==> config.mk <==
export PLATFORM = sky130hd
export DESIGN_NAME = sync_frame_tx
export DESIGN_NICKNAME = d
export VERILOG_FILES = /design/src/rtl/sft_pkg.sv /design/src/rtl/sft_bitclk.sv /design/src/rtl/sft_serializer.sv /design/src/rtl/sync_frame_tx.sv
export SDC_FILE = /design/constraint.sdc
export NUM_CORES = 1
export LEC_CHECK = 0
export BUFFER_PORTS_ARGS = -buffer_cell sky130_fd_sc_hd__buf_2
export CORE_MARGIN = 2
export CORE_UTILIZATION = 54
export CTS_BUF_LIST = sky130_fd_sc_hd__clkbuf_16
export CTS_CLUSTER_DIAMETER = 50
export DETAILED_ROUTE_END_ITERATION = 10
export PLACE_DENSITY = 0.81
export SKIP_CTS_REPAIR_TIMING = 1
export SYNTH_ARGS = -nofsm -noshare
export SYNTH_HDL_FRONTEND = slang
export SYNTH_HIERARCHICAL = 1
export SYNTH_SLANG_ARGS = --single-unit
==> constraint.sdc <==
create_clock -name clk -period 5.9 [get_ports clk]
set_clock_uncertainty 0.15 [all_clocks]
set_input_delay 0.59 -clock clk [delete_from_list [all_inputs] [get_ports clk]]
set_output_delay 0.59 -clock clk [all_outputs]
set_load 0.05 [all_outputs]
==> src/rtl/sft_pkg.sv <==
package sft_pkg;
    localparam int BYTE_W = 8;
    localparam int CHAR_W = BYTE_W + 3;
    localparam int CNT_W  = $clog2(CHAR_W);

    typedef logic [BYTE_W-1:0] byte_t;

    // CRC over one byte, MSB first, non-reflected
    function automatic byte_t crc8_step(byte_t crc, byte_t din, byte_t poly);
        byte_t c;
        c = crc ^ din;
        for (int i = 0; i < BYTE_W; i++) begin
            c = c[BYTE_W-1] ? ((c << 1) ^ poly) : (c << 1);
        end
        return c;
    endfunction
endpackage

==> src/rtl/sft_bitclk.sv <==
module sft_bitclk (
    input  logic clk,
    input  logic rst_n,
    output logic tick,
    output logic fwd_clk
);
    typedef struct packed {
        logic ph;
    } st_t;

    st_t st_d, st_q;

    always_comb begin
        st_d    = st_q;
        st_d.ph = ~st_q.ph;
    end

    always_ff @(posedge clk or negedge rst_n) begin
        if (!rst_n) st_q <= '0;
        else        st_q <= st_d;
    end

    // data advances on the edge where the forwarded clock rises
    assign tick    = ~st_q.ph;
    assign fwd_clk = st_q.ph;

    assert_fwd_toggle_R7: assert property (@(posedge clk) disable iff (!rst_n)
        $past(rst_n) |-> (fwd_clk != $past(fwd_clk)));
endmodule

==> src/rtl/sft_serializer.sv <==
module sft_serializer
    import sft_pkg::*;
(
    input  logic  clk,
    input  logic  rst_n,
    input  logic  tick,
    input  logic  ld_valid,
    input  byte_t ld_byte,
    output logic  ld_ack,
    output logic  slot_free,
    output logic  line
);
    localparam logic [CNT_W-1:0] LAST = CNT_W'(CHAR_W - 1);

    typedef struct packed {
        logic              active;
        logic [CNT_W-1:0]  cnt;
        logic [CHAR_W-2:0] sh;
        logic              line;
    } st_t;

    st_t st_d, st_q;

    assign slot_free = tick && (!st_q.active || st_q.cnt == LAST);
    assign ld_ack    = slot_free && ld_valid;
    assign line      = st_q.line;

    always_comb begin
        st_d = st_q;
        if (tick) begin
            if (st_q.active && st_q.cnt != LAST) begin
                st_d.line = st_q.sh[0];
                st_d.sh   = st_q.sh >> 1;
                st_d.cnt  = st_q.cnt + 1'b1;
            end else if (ld_valid) begin
                st_d.active = 1'b1;
                st_d.cnt    = '0;
                st_d.line   = 1'b1;
                st_d.sh     = {1'b0, ^ld_byte, ld_byte};
            end else begin
                st_d.active = 1'b0;
                st_d.cnt    = '0;
                st_d.line   = 1'b0;
            end
        end
    end

    always_ff @(posedge clk or negedge rst_n) begin
        if (!rst_n) st_q <= '0;
        else        st_q <= st_d;
    end

    assert_start_high_R2: assert property (@(posedge clk) disable iff (!rst_n)
        ld_ack |=> line);
    assert_stop_low_R2: assert property (@(posedge clk) disable iff (!rst_n)
        (st_q.active && st_q.cnt == LAST) |-> !line);
endmodule

==> src/rtl/sync_frame_tx.sv <==
module sync_frame_tx
    import sft_pkg::*;
#(
    parameter int          MAX_LEN  = 254,
    parameter logic [7:0]  CRC_POLY = 8'h07
) (
    input  logic       clk,
    input  logic       rst_n,
    input  logic       in_valid,
    input  logic [7:0] in_data,
    output logic       in_ready,
    output logic       busy,
    output logic       rej_pulse,
    output logic       ser_data,
    output logic       fwd_clk
);
    localparam byte_t MAX_B = byte_t'(MAX_LEN);

    typedef struct packed {
        logic  busy;
        logic  hold_vld;
        byte_t hold;
        byte_t rem;
        byte_t crc;
        logic  crc_pend;
        logic  rej;
    } st_t;

    st_t   st_d, st_q;
    logic  tick, ld_valid, ld_ack, slot_free, accept;
    byte_t ld_byte;

    sft_bitclk u_bitclk (
        .clk     (clk),
        .rst_n   (rst_n),
        .tick    (tick),
        .fwd_clk (fwd_clk)
    );

    sft_serializer u_ser (
        .clk       (clk),
        .rst_n     (rst_n),
        .tick      (tick),
        .ld_valid  (ld_valid),
        .ld_byte   (ld_byte),
        .ld_ack    (ld_ack),
        .slot_free (slot_free),
        .line      (ser_data)
    );

    assign in_ready  = !st_q.hold_vld && (st_q.busy ? (st_q.rem != '0) : 1'b1);
    assign accept    = in_valid && in_ready;
    assign ld_valid  = st_q.hold_vld || (st_q.busy && st_q.rem == '0 && st_q.crc_pend);
    assign ld_byte   = st_q.hold_vld ? st_q.hold : st_q.crc;
    assign busy      = st_q.busy;
    assign rej_pulse = st_q.rej;

    always_comb begin
        st_d     = st_q;
        st_d.rej = 1'b0;
        if (ld_ack) begin
            if (st_q.hold_vld) st_d.hold_vld = 1'b0;
            else               st_d.crc_pend = 1'b0;
        end else if (slot_free && st_q.busy && !st_q.hold_vld &&
                     st_q.rem == '0 && !st_q.crc_pend) begin
            st_d.busy = 1'b0;
        end
        if (accept) begin
            if (!st_q.busy) begin
                if (in_data > MAX_B) begin
                    st_d.rej = 1'b1;
                end else begin
                    st_d.busy     = 1'b1;
                    st_d.hold     = in_data;
                    st_d.hold_vld = 1'b1;
                    st_d.rem      = in_data;
                    st_d.crc      = crc8_step('0, in_data, CRC_POLY);
                    st_d.crc_pend = 1'b1;
                end
            end else begin
                st_d.hold     = in_data;
                st_d.hold_vld = 1'b1;
                st_d.rem      = st_q.rem - 1'b1;
                st_d.crc      = crc8_step(st_q.crc, in_data, CRC_POLY);
            end
        end
    end

    always_ff @(posedge clk or negedge rst_n) begin
        if (!rst_n) st_q <= '0;
        else        st_q <= st_d;
    end

    assert_idle_line_low_R1: assert property (@(posedge clk) disable iff (!rst_n)
        !busy |-> !ser_data);
    assert_reserved_dropped_R5: assert property (@(posedge clk) disable iff (!rst_n)
        (accept && !busy && in_data > MAX_B) |=> (!busy && rej_pulse));
    assert_busy_on_accept_R8: assert property (@(posedge clk) disable iff (!rst_n)
        (accept && !busy && in_data <= MAX_B) |=> busy);
    assert_edge_align_R7: assert property (@(posedge clk) disable iff (!rst_n)
        $past(rst_n) && (ser_data != $past(ser_data)) |-> (fwd_clk && !$past(fwd_clk)));
endmodule

==> results of run 1 <==
==> worst register-to-register path: stages, from the launching register on <==
cell and delay, ps:
dfrtp_1 1000, inv_1 440, a211o_1 660, or4_1 580, nand4_1 80
==> metrics by stage <==
stage          util [%]  std cells  hold WS, ps
2_1_floorplan         -        307          144
3_5_place_dp       57.2        372          318
4_1_cts            60.6        380          333
6_report           60.6        380          299
5_1_grt            60.6        380          346
3_3_place_gp       57.2        372          308
==> registers in the layout (all words and copies together) (netlist names) <==
signal,count
busy,1
rej_pulse,1
st_q,26
u_bitclk/fwd_clk,1
u_ser/line,1
u_ser/st_q,14
==> layout by cell type, fill, tap and decap left out, types with 2 or more instances in the layout <==
cell type  synthesis  final
a211o_1            3      3
a211oi_1           3      3
a21o_1             2      2
a21oi_1           10     10
a221oi_1           5      5
a22oi_1            2      2
a2bb2oi_1          9      9
a311o_1            2      2
a31oi_1            4      4
and2_1             2      2
and3_1             3      3
buf_2              8     15
clkbuf_16          0      5
dfrtp_1           44     44
ha_1               7      7
inv_1             13     13
mux2_2             5      5
mux2i_1            2      2
nand2_1           46     46
nand2b_1           2      2
nand3_1            6      6
nand3b_1           2      2
nand4_1            2      2
nor2_1            13     13
nor2b_1            4      4
nor3_1             5      5
nor4_1             2      2
nor4b_1            4      4
o21ai_0           17     17
o22ai_1            9      9
o31ai_1            2      2
or4_1              2      2
xnor2_1           29     29
xnor3_1            2      2
xor2_1             7      7
==> final cells by class <==
cell class,count,area (um^2)
Clock buffer,5,125
Clock inverter,3,46.3
Fill cell,445,2000
Inverter,13,48.8
Multi-Input combinational cell,229,1580
Sequential cell,44,1100
Tap cell,70,87.6
Timing Repair Buffer,16,82.6
==> metal layers <==
layer	GRT usage [%]	up-vias	wire (um)
met5	0	-	0
met1	28.7	1142	2730
met3	4.86	19	349
met4	8.91	0	166
li1	-	1092	-
met2	36.7	92	3080
==> power by group <==
group	internal [uW]	total (uW)	switching, uW	leakage [uW]
registers	413	520	107	0.000514
clock network	201	325	123	0.0000804
logic	379	803	424	0.000766
total	993	1650	654	0.00136
==> cell families (layout without fill, tap and decap cells) <==
kind of cell    count (synthesis)  count (layout)  share of synthesized area, %
buf+inv                        34              37                          5.43
xor+xnor                       38              38                          12.7
fa+ha+maj                       7               7                          3.09
flops                          44              44                          38.8
mux                             7               7                          2.69
simple gates                  100             100                          18.4
compound gates                 77              77                          18.8
==> how the worst max path moves through the flow <==
stage | from | endpoint | slack (ps) | cells after the start
floorplan | st_q[10]$_DFFE_PN0P_ | in_ready | 3470 | 6
global placement | in_data[6] | st_q[9]$_DFFE_PN0P_ | 3080 | 7
detailed placement | in_data[6] | st_q[9]$_DFFE_PN0P_ | 2990 | 7
CTS | busy$_DFF_PN0_ | st_q[9]$_DFFE_PN0P_ | 3000 | 4
global route | busy$_DFF_PN0_ | st_q[9]$_DFFE_PN0P_ | 2800 | 4
finish | busy$_DFF_PN0_ | st_q[9]$_DFFE_PN0P_ | 2930 | 4
==> metrics.txt, run 1 <==
status=completed; Top delay family on crit path=flip-flops; Layout Area Growth over Synthesis=8.34%; Sum Neg Setup Slack=0 ps; Clock Latency Late Sink=290 ps; post-synth top area cell=dfrtp_1; R2R Path End=st_q[9]$_DFFE_PN0P_; Netlist cell types=53; Synth Instances=307; CP required=5970 ps; clk root buf=clkbuf_16; worst hold-check path type=in -> async; Synth Cell Area=2840 um^2; period utilization=50.4%; nets=327; Clock Sinks=44; Slew @ Worst Pin=999 ps; H-tree lvl count=2; Post-synth top cells=46 x nand2_1, 44 x dfrtp_1, 29 x xnor2_1; Worst R2R Setup Slack=2930 ps; f_max=336 MHz; largest net degree at the start of global routing=45; post-DP HPWL=4290 um; first-pass GRT wire length=10,400 um; Antenna Nets Post-Route=0; wire per inst=16.6 um; dominant cells by area after synthesis=dfrtp_1 39%, xnor2_1 9.0%, nand2_1 6.1%; Max clock buf depth=2; Slew HR=33.4%; Synth top area share=38.8%; CP Max Fanout=32; Core ar.=5070 um^2; DR iter-0 viols=218; Die W=76.5 um; crit path setup slack, layout=2930 ps; IO Port Bufs=15; top-count cell post-synth=nand2_1; WP buf/inv=1; startpoint types=flip-flop; gr usage total=22.3%; Arr. time, crit path=3050 ps; critical register-to-register path startpoint=busy$_DFF_PN0_; Die Y=76.5 um; Yosys warning total=6; crit-path max cell delay=1000 ps; Pleak=0.00136 uW; vias in the first global route=2,187; syn nets=325; initial core utilization=55.9%; Remaining DRCs=0; I/O pin total=16; Design Power=1650 uW; Critical Path, Cell by Cell=inv_1 > a211o_1 > or4_1 > nand4_1; PwrDens=536 nW/um^2; initial antenna violation count=0; Seq/Total Area, Yosys=38.8%; final setup fails=0; main flop type after synthesis=dfrtp_1; DRT Wirelength=6320 um; via count=2,345; final worst path period need=2970 ps; Synth Register Bits=44; die footprint=5850 um^2; CP max-delay cell=dfrtp_1; 1st-pass router iterations=7; grt ovf=0; Max-Cap Viols=0; Synth async-reset ratio=100%; placed cell area=2900 um^2; row count=26; pre-CTS setup slack=2990 ps; setup repair after global routing missed its margin=false; fin area=3070 um^2; clock-pin transition on the worst setup and hold timing paths=60 ps; RePlAce Congestion=0.901; Setup Crit Path Kind=reg -> reg; final hold violation count=0; Peak VDD IR=0.225 mV; CTS tree=yes; Post-synth EDFFs=0; Final Slew Violations=0; syn_area_per_cell=9.24 um^2; TritonCTS Buffers=5; Inserted Diodes=0; R2R cell count=4; crit path capture type=flip-flop; Vias/cell=6.17; share of layout cells above drive strength 1=11.6%
No activity file was read; power rests on OpenSTA's default activity.
==> inputs of run 2 (changes only) <==
--- a/config.mk
+++ b/config.mk
@@ -11,7 +11,7 @@
 export CTS_BUF_LIST = sky130_fd_sc_hd__clkbuf_16
 export CTS_CLUSTER_DIAMETER = 50
 export DETAILED_ROUTE_END_ITERATION = 10
-export PLACE_DENSITY = 0.81
+export PLACE_DENSITY = 0.84
 export SKIP_CTS_REPAIR_TIMING = 1
 export SYNTH_ARGS = -nofsm -noshare
 export SYNTH_HDL_FRONTEND = slang
==> constraint.sdc (replaced) <==
create_clock -name clk -period 2.48 [get_ports clk]
set_clock_uncertainty 0.15 [all_clocks]
set_input_delay 0.248 -clock clk [delete_from_list [all_inputs] [get_ports clk]]
set_output_delay 0.248 -clock clk [all_outputs]
set_load 0.05 [all_outputs]
==> run 2 against run 1 <==
Sequential power up 130%. Sequential share of layout area is 1.2 points lower. Global-route usage grew 1.6 points. Non-clock buffer count grew 13. Power rose by 140%. Cell count grew 3.4%. Combinational power up 150%. Register-to-register slack got worse by 2700 ps. Setup slack lost 2700 ps. Critical endpoint is now st_q[8]$_DFFE_PN0P_. Highest routed layer unchanged.
==> metrics.txt, run 2 (synthesis results as in run 1) <==
hold worst-path end=st_q[19]$_DFFE_PN0P_; 1st-pass router iterations=5; number of fill cells in the layout=442; Die Y=76.5 um; R2R Path End=st_q[8]$_DFFE_PN0P_; I/O pin total=16; initial antenna violation count=0; CTS tree=yes; most common cell after layout, fill and taps aside=nand2_1; CP Max Fanout=12; Max clock buf depth=2; initial core utilization=55.9%; CP max-delay cell=dfrtp_1; period utilization=92.2%; first-pass GRT wire length=11,300 um; Final Slew Violations=0; grt ovf=0; biggest regs=st_q x26, u_ser/st_q x14; setup repair after global routing missed its margin=false; Critical Path, Cell by Cell=inv_1 > ha_1 > nor4b_4 > and3_1 > a211o_1 > buf_4 > a221oi_1 > nor2_1; Arr. time, crit path=2290 ps; status=completed; Core ar.=5070 um^2; clk root buf=clkbuf_16; post-layout util=62.6%; final setup fails=0; Hold Startpoint=in_data[1]; CP required=2480 ps; die footprint=5850 um^2; final hold violation count=0; pre-CTS setup slack=190 ps; Slew @ Worst Pin=539 ps; Inserted Diodes=0; f_max=437 MHz; post-DP HPWL=4640 um; Pleak=0.00143 uW; Antenna Nets Post-Route=0; via count=2,370; Setup Crit Path Kind=reg -> reg; DR iter-0 viols=160; Die W=76.5 um; startpoint types=flip-flop; critical register-to-register path startpoint=st_q[10]$_DFFE_PN0P_; Clock Sinks=44; nets=340; RePlAce Congestion=0.905; PwrDens=1240 nW/um^2; Vias/cell=6.03; Max-Cap Viols=0; vias in the first global route=2,305; DRT Wirelength=6600 um; commonest cells after routing, fill and taps aside=46 x nand2_1, 44 x dfrtp_1, 29 x xnor2_1, 17 x o21ai_0, 15 x buf_2; Sum Neg Setup Slack=0 ps; clock-pin transition on the worst setup and hold timing paths=60 ps; row count=26; Clock Latency Late Sink=280 ps; TritonCTS Buffers=5; Peak VDD IR=0.716 mV; IO Port Bufs=15; worst hold-check path type=in -> reg; gr usage total=24.0%; Hold Crit Depth=3; Worst Setup SP=st_q[10]$_DFFE_PN0P_; Slew HR=64.0%; crit path setup slack, layout=193 ps; crit-path max cell delay=390 ps; final worst path period need=2290 ps; R2R cell count=8; max reg flops=26; Worst R2R Setup Slack=190 ps; wire per inst=16.8 um; Remaining DRCs=0; Reg with most FFs=st_q; largest net degree at the start of global routing=31; Layout Area Growth over Synthesis=12.0%; H-tree lvl count=2; share of layout cells above drive strength 1=14.9%; crit path capture type=flip-flop
run 2: how the worst max path moves through the flow:
stage	endpoint	slack, ps	cells past startpoint
6_report	st_q[8]$_DFFE_PN0P_	190	8
5_1_grt	st_q[1]$_DFF_PN0_	60	9
4_1_cts	busy$_DFF_PN0_	160	10
3_5_place_dp	busy$_DFF_PN0_	190	10
3_3_place_gp	busy$_DFF_PN0_	270	10
2_1_floorplan	busy$_DFF_PN0_	300	11
run 2: worst max-delay path: cells and delay by family (launching register included):
| kind | cells | cell delay [ps] |
|---|---|---|
| simple gates | 3 | 490 |
| fa+ha+maj | 1 | 190 |
| flops | 1 | 390 |
| compound gates | 2 | 630 |
| buf+inv | 2 | 290 |
run 2: area by class of cell:
cell class,count,area (um^2),area share (%)
Clock buffer,5,125,3.94
Timing Repair Buffer,29,183,5.75
Sequential cell,44,1100,34.7
Clock inverter,3,42.5,1.34
Inverter,13,48.8,1.54
Tap cell,70,87.6,2.76
Multi-Input combinational cell,229,1590,50.0
run 2: metrics by stage:
step | area, um^2 | total power [uW] | hold WS, ps | instances
after floorplan | 2840 | 2760 | -198 | 307
after global placement | 2990 | 3090 | 46.9 | 384
after detailed placement | 2990 | 3180 | 45.9 | 384
after CTS | 3160 | 3940 | -256 | 392
after global routing | 3180 | 4240 | 109 | 393
final | 3180 | 3950 | 117 | 393
run 2: routing by layer:
| metal | part of all wire, % | global-route usage [%] | wire [um] | vias up |
|---|---|---|---|---|
| met5 | 0 | 0 | 0 | - |
| met3 | 4.9 | 4.15 | 324 | 17 |
| met4 | 2.9 | 9.82 | 189 | 0 |
| met1 | 43 | 32.0 | 2830 | 1143 |
| met2 | 49 | 38.7 | 3260 | 89 |
| li1 | - | - | - | 1121 |
run 2: power breakdown:
part / switching [uW] / total (uW) / internal, uW / leakage, uW
Combinational: 1060 / 2000 / 941 / 0.000830
Clock: 276 / 749 / 473 / 0.0000814
Sequential: 219 / 1200 / 984 / 0.000514
